==> src/rtl/acl_tx_pkg.sv <==
package acl_tx_pkg;

    // Default link geometry
    parameter int unsigned DEF_NSLOT  = 12;
    parameter int unsigned DEF_SLOT_W = 20;
    parameter int unsigned DEF_TAG_W  = 16;
    parameter int unsigned DEF_CID_W  = 2;

    function automatic int unsigned imax(input int unsigned a, input int unsigned b);
        return (a > b) ? a : b;
    endfunction

endpackage

==> src/rtl/acl_tag_build.sv <==
module acl_tag_build #(
    parameter int unsigned NSLOT = 12,
    parameter int unsigned TAG_W = 16,
    parameter int unsigned CID_W = 2
) (
    input  logic [NSLOT-1:0] valid_i,
    input  logic [CID_W-1:0] cid_i,
    output logic [TAG_W-1:0] tag_o
);

    // Lowest header bit that holds a slot flag
    localparam int unsigned FLAG_LO = TAG_W - 1 - NSLOT;

    for (genvar b = 0; b < TAG_W; b++) begin : g_bit
        if (b == TAG_W - 1) begin : g_glob
            assign tag_o[b] = |valid_i;
        end else if (b >= FLAG_LO) begin : g_flag
            assign tag_o[b] = valid_i[TAG_W - 2 - b];
        end else if (b < CID_W) begin : g_cid
            assign tag_o[b] = cid_i[b];
        end else begin : g_rsvd
            assign tag_o[b] = 1'b0;
        end
    end

endmodule

==> src/rtl/acl_slot_seq.sv <==
module acl_slot_seq
    import acl_tx_pkg::*;
#(
    parameter int unsigned NSLOT  = 12,
    parameter int unsigned SLOT_W = 20,
    parameter int unsigned TAG_W  = 16,
    localparam int unsigned SI_W  = $clog2(NSLOT + 1),
    localparam int unsigned BI_W  = $clog2(imax(TAG_W, SLOT_W))
) (
    input  logic            clk,
    input  logic            rst_n,
    output logic [SI_W-1:0] slot_o,
    output logic [BI_W-1:0] bit_o,
    output logic            last_o
);

    typedef struct packed {
        logic [SI_W-1:0] slot;
        logic [BI_W-1:0] bidx;
    } seq_t;

    seq_t seq_d, seq_q;

    always_comb begin
        seq_d = seq_q;
        if (seq_q.bidx == '0) begin
            if (seq_q.slot == SI_W'(NSLOT)) begin
                seq_d.slot = '0;
                seq_d.bidx = BI_W'(TAG_W - 1);
            end else begin
                seq_d.slot = seq_q.slot + 1'b1;
                seq_d.bidx = BI_W'(SLOT_W - 1);
            end
        end else begin
            seq_d.bidx = seq_q.bidx - 1'b1;
        end
    end

    // Reset parks on the final bit of the last slot so the next edge opens a frame
    always_ff @(posedge clk or negedge rst_n) begin
        if (!rst_n) begin
            seq_q.slot <= SI_W'(NSLOT);
            seq_q.bidx <= '0;
        end else begin
            seq_q <= seq_d;
        end
    end

    assign slot_o = seq_q.slot;
    assign bit_o  = seq_q.bidx;
    assign last_o = (seq_q.slot == SI_W'(NSLOT)) && (seq_q.bidx == '0);

endmodule

==> src/rtl/acl_frame_tx.sv <==
module acl_frame_tx
    import acl_tx_pkg::*;
#(
    parameter int unsigned NSLOT  = DEF_NSLOT,
    parameter int unsigned SLOT_W = DEF_SLOT_W,
    parameter int unsigned TAG_W  = DEF_TAG_W,
    parameter int unsigned CID_W  = DEF_CID_W
) (
    input  logic                    clk,
    input  logic                    rst_n,
    input  logic [NSLOT-1:0]        slot_valid_i,
    input  logic [CID_W-1:0]        codec_id_i,
    input  logic [NSLOT*SLOT_W-1:0] slot_data_i,
    output logic                    sync_o,
    output logic                    sdata_o,
    output logic                    frame_done_o
);

    localparam int unsigned SI_W = $clog2(NSLOT + 1);
    localparam int unsigned BI_W = $clog2(imax(TAG_W, SLOT_W));
    localparam int unsigned TB_W = $clog2(TAG_W);
    localparam int unsigned SB_W = $clog2(SLOT_W);

    typedef struct packed {
        logic                              sync;
        logic                              sdata;
        logic                              done;
        logic                              primed;
        logic [TAG_W-1:0]                  tag;
        logic [NSLOT-1:0][SLOT_W-1:0]      pay;
    } tx_t;

    tx_t tx_d, tx_q;

    logic [SI_W-1:0]  slot;
    logic [BI_W-1:0]  bidx;
    logic             last;
    logic [TAG_W-1:0] tag_new;
    logic             cur_bit;

    acl_slot_seq #(
        .NSLOT  (NSLOT),
        .SLOT_W (SLOT_W),
        .TAG_W  (TAG_W)
    ) u_seq (
        .clk    (clk),
        .rst_n  (rst_n),
        .slot_o (slot),
        .bit_o  (bidx),
        .last_o (last)
    );

    acl_tag_build #(
        .NSLOT (NSLOT),
        .TAG_W (TAG_W),
        .CID_W (CID_W)
    ) u_tag (
        .valid_i (slot_valid_i),
        .cid_i   (codec_id_i),
        .tag_o   (tag_new)
    );

    // Bit selected by the sequencer position, from the captured frame image
    always_comb begin
        cur_bit = 1'b0;
        if (slot == '0) begin
            cur_bit = tx_q.tag[bidx[TB_W-1:0]];
        end
        for (int s = 0; s < NSLOT; s++) begin
            if (slot == SI_W'(s + 1)) begin
                cur_bit = tx_q.pay[s][bidx[SB_W-1:0]];
            end
        end
    end

    always_comb begin
        tx_d       = tx_q;
        tx_d.sdata = cur_bit;
        // Strobe covers the positions that fall inside the header slot
        tx_d.sync  = last || ((slot == '0) && (bidx != '0));
        tx_d.done  = 1'b0;
        if (last) begin
            tx_d.done   = tx_q.primed;
            tx_d.primed = 1'b1;
            tx_d.tag    = tag_new;
            for (int s = 0; s < NSLOT; s++) begin
                tx_d.pay[s] = slot_valid_i[s] ? slot_data_i[s*SLOT_W +: SLOT_W] : '0;
            end
        end
    end

    always_ff @(posedge clk or negedge rst_n) begin
        if (!rst_n) begin
            tx_q <= '0;
        end else begin
            tx_q <= tx_d;
        end
    end

    assign sync_o       = tx_q.sync;
    assign sdata_o      = tx_q.sdata;
    assign frame_done_o = tx_q.done;

endmodule

==> config.mk <==
export PLATFORM = sky130hd
export DESIGN_NAME = acl_frame_tx
export DESIGN_NICKNAME = d
export VERILOG_FILES = /design/src/rtl/acl_tx_pkg.sv /design/src/rtl/acl_tag_build.sv /design/src/rtl/acl_slot_seq.sv /design/src/rtl/acl_frame_tx.sv
export SDC_FILE = /design/constraint.sdc
export NUM_CORES = 1
export LEC_CHECK = 0
export ABC_CLOCK_PERIOD_IN_PS = 3600
export BUFFER_PORTS_ARGS = -buffer_cell sky130_fd_sc_hd__buf_4
export CAP_MARGIN = 10
export CORE_UTILIZATION = 60
export DETAILED_ROUTE_END_ITERATION = 12
export GPL_ROUTABILITY_DRIVEN = 0
export GPL_TIMING_DRIVEN = 0
export PLACE_DENSITY = 0.95
export SYNTH_ARGS = -nofsm -noshare
export SYNTH_HDL_FRONTEND = slang
export SYNTH_SLANG_ARGS = --single-unit
==> constraint.sdc <==
create_clock -name clk -period 3.6 [get_ports clk]
set_input_delay 0.36 -clock clk [delete_from_list [all_inputs] [get_ports clk]]
set_output_delay 0.36 -clock clk [all_outputs]
set_load 0.01 [all_outputs]
==> flow_metrics.env <==
export IMPL_status="finished clean"
export IMPL_critPathMaxFanout=10
export IMPL_critical_path_reg2reg_endpoint="tx_q[159]"
export IMPL_timing_hold_worst_class="in2reg"
export IMPL_grt_first_pass_wirelength_um=62100
export IMPL_cts_tree="done"
export IMPL_dr_pass1_iters=6
export IMPL_finalSetupViolations=0
export IMPL_die_boundary_width_um=149
export IMPL_clock_path_buffers=3
export IMPL_root_driver="clkbuf_16"
export IMPL_initial_cell_density_of_the_core_pct=61.3
export IMPL_timing_critical_path_to_type="flip-flop"
export IMPL_cellLeakagePower_nw=7.74
export IMPL_final_common_cell="nand2_1"
export IMPL_flop2flop_setup_slack_ns=0.1
export IMPL_pin_count=259
export IMPL_drt_iter0_drc=1050
export IMPL_worst_setup_hold_path_clk_slew_ns=0.06
export IMPL_area_growth_synth_to_final_pct=25.2
export IMPL_detail_route_wl_per_cell_um=21.4
export IMPL_rsz0062_at_grt="no"
export IMPL_finalInstanceArea_um2=16200
export IMPL_gr_usage_met3_pct=8.10
export IMPL_die_ar_um2=22100
export IMPL_drtAntennaViolNets=0
export IMPL_synth_edff_count=0
export IMPL_synth_ff_latch_count=268
export IMPL_htreeDepth=1
export IMPL_reg2reg_depth=11
export IMPL_layout_nets=1891
export IMPL_top_usage_layer="met2"
export IMPL_fp_row_count=53
export IMPL_timing_critical_path_slowest_cell_delay_ns=0.70
export IMPL_postSynth_asyncResetShare_pct=100
export IMPL_avgViaCountPerCell=6.22
export IMPL_groute_usage_overall_pct=37.3
export IMPL_fill_cells=1301
export IMPL_power_density_nw_per_um2=392
export IMPL_grt_antenna_before_repair=1
export IMPL_final_cell_count_no_fill=1924
export IMPL_synth_avg_cell_area_um2=9.65
export IMPL_drc=0
export IMPL_synth_top_cells_by_area="dfrtp_1 (51%), nand2_1 (15%), o21ai_0 (9.7%), mux4_2 (8.2%), mux4_1 (2.2%)"
export IMPL_timing_final_max_slew_violations=0
export IMPL_final_layout_size_suffix_gt1_share_pct=25.6
export IMPL_placed_standard_cell_area_um2=15300
export IMPL_final_period_minus_worst_setup_slack_ns=3.50
export IMPL_grt_pass1_vias=11900
export IMPL_insertion_delay_ns=0.54
export IMPL_die_height_um=149
export IMPL_tritoncts_num_sinks=268
export IMPL_ys_warn_count=0
export IMPL_mostFrequentLayoutCells="nand2_1 (506), dfrtp_1 (266), buf_4 (265), o21ai_0 (251), clkbuf_1 (66)"
export IMPL_cp_num_cells=11
export IMPL_max_slew_margin_rel_pct=30.8
export IMPL_syn_instance_count=1341
export IMPL_place_detailed_hpwl_um=28200
export IMPL_reg2reg_from="u_seq.bit_o[0]"
export IMPL_synth_top_area_share_pct=51.5
export IMPL_totalWireLength_um=41300
export IMPL_worst_clock_skew_ns=0.0187
export IMPL_place_port_buffers=258
export IMPL_final_setup_worst_slack_ns=0.0971
export IMPL_groute_layer_met2_usage_pct=61.0
export IMPL_timing_worst_slew_pin_value_ns=1.04
export IMPL_cpMaxStageDelayCell="clkbuf_1"
export IMPL_cts_buffers=27
export IMPL_critical_path_required_ns=3.98
export IMPL_ys_types=53
export IMPL_worstPathCellList="buf_6 -> buf_4 -> buf_4 -> inv_1 -> ha_1 -> nand2b_1 -> nor2_1 -> nand2_1 -> clkbuf_1 -> clkbuf_1 -> o21ai_0"
export IMPL_place_detailed_instances=1876
export IMPL_path_delay_family="buffers and inverters"
export IMPL_yosysSeqAreaShare_pct=51.9
export IMPL_post_route_period_util_pct=97.3
export IMPL_arrival_ns=3.88
export IMPL_globalRouteMet1Util_pct=47.6
export IMPL_global_route_overflow_total=0
export IMPL_core_area_um2=21100
export IMPL_crit_path_start="u_seq.bit_o[0]"
export IMPL_preCtsSetupSlack_ns=-0.0966
export IMPL_vdd_ir_drop_worst_mv=0.294
export IMPL_synth_largest_area_cell="dfrtp_1"
export IMPL_worst_setup_sp_type="flip-flop"
export IMPL_timing_critical_path_buf_inv=6
export IMPL_post_cts_setup_buffer_count=0
export IMPL_synthesis_nets=1602
export IMPL_end_of_the_critical_path="tx_q[159]"
export IMPL_grt_max_degree=132
export IMPL_max_freq_mhz=285
export IMPL_setup_worst_path_class="reg2reg"
export IMPL_hold_start="slot_data_i[18]"
export IMPL_setup_total_negative_slack_ns=0
export IMPL_yosys_most_used_dff="dfrtp_1"
export IMPL_vias=12000
export IMPL_final_hold_violation_count=0
export IMPL_max_cap_viol_count=0
export IMPL_synth_cell_area_um2=12900
-- cell type report --
class / instances / area (um2) / area share [%]
flip-flops and latches: 268 / 6710 / 41.4
inverters: 7 / 26.3 / 0.162
well taps: 275 / 344 / 2.12
clock inverters: 6 / 80.1 / 0.494
multi-input cells: 957 / 5650 / 34.9
repair buffers: 261 / 2010 / 12.4
plain buffers: 108 / 549 / 3.39
clock buffers: 41 / 828 / 5.11
diodes: 1 / 2.50 / 0.0154
-- synthesized netlist by cell type, types with 2 or more instances --
cell type	number
nor3b_1	3
o22ai_1	5
nand4b_1	2
a21o_1	2
a21oi_1	7
nand4_1	4
nor2_1	13
o21ai_0	251
nand2b_1	3
and3_1	2
mux2i_1	16
mux4_1	11
mux2_2	19
buf_4	8
a311oi_1	3
inv_1	7
buf_2	26
nor4b_1	2
clkbuf_1	66
a31oi_1	5
buf_6	6
mux4_2	47
dfstp_2	2
nor3_1	3
ha_1	5
a2111oi_0	2
nand2_1	506
nand3_1	7
dfrtp_1	266
nor2b_1	9
o31ai_1	2
nor4_1	4
a211oi_1	7
-- state kept, by name, summed over array words and instances (netlist names) --
register,flops
u_seq.slot_o,4
sync_o,1
sdata_o,1
tx_q,256
frame_done_o,1
u_seq.bit_o,5
-- worst reg2reg max path, stage by stage, from the launching register on --
cell and delay, ns:
dfrtp_1 0.36, buf_6 0.21, buf_4 0.31, buf_4 0.28, inv_1 0.07, ha_1 0.24
nand2b_1 0.11, nor2_1 0.12, nand2_1 0.16, clkbuf_1 0.55, clkbuf_1 0.70, o21ai_0 0.22
-- logic make-up (layout without fill, tap and decap cells) --
family	after synthesis	count (layout)	share of synthesized area (%)
AND/OR/NAND/NOR	562	562	17.2
AO/OA/AOI/OAI	295	295	12.4
flip-flops	268	268	51.9
buffers and inverters	116	423	4.45
multiplexers	94	94	13.5
adder cells (fa/ha/maj)	5	5	0.484
XOR/XNOR	1	1	0.0677
other	0	1	0
-- worst min-delay path by stage --
stage              endpoint  cells past startpoint
2_1_floorplan  frame_done_o                      0
3_3_place_gp      tx_q[256]                      2
3_5_place_dp      tx_q[123]                      1
4_1_cts           tx_q[241]                      2
5_1_grt           tx_q[241]                      2
6_report           tx_q[18]                      3
-- metrics by stage --
step	hold WS [ns]	total power [mW]	util, %
finish	0.0818	6.35	76.8
global route	0.0745	6.49	76.8
CTS	0.0770	6.34	76.8
detailed placement	0.178	3.50	72.5
global placement	0.425	3.49	72.2
floorplan	0.0644	3.17	-
-- routing by layer --
metal  wire, um  part of all wire (%)
met1      14700                    36
met2      19700                    48
met3       4870                    12
met4       2030                   4.9
met5          0                     0
-- timing repair --
action | in CTS | in global routing
endpoints found under the hold margin | 9 | 0
hold buffers | 1 | 0
endpoints found under the setup margin | 202 | 9
resized for setup | 2 | 2
-- power breakdown --
part           leakage, nW  total [mW]  internal (mW)  switching [mW]
sequential            2.41        3.02           3.02         0.00466
combinational         4.88       0.434          0.223           0.211
clock                0.453        2.89           1.72            1.18
No activity file was read; power rests on OpenSTA's default activity.
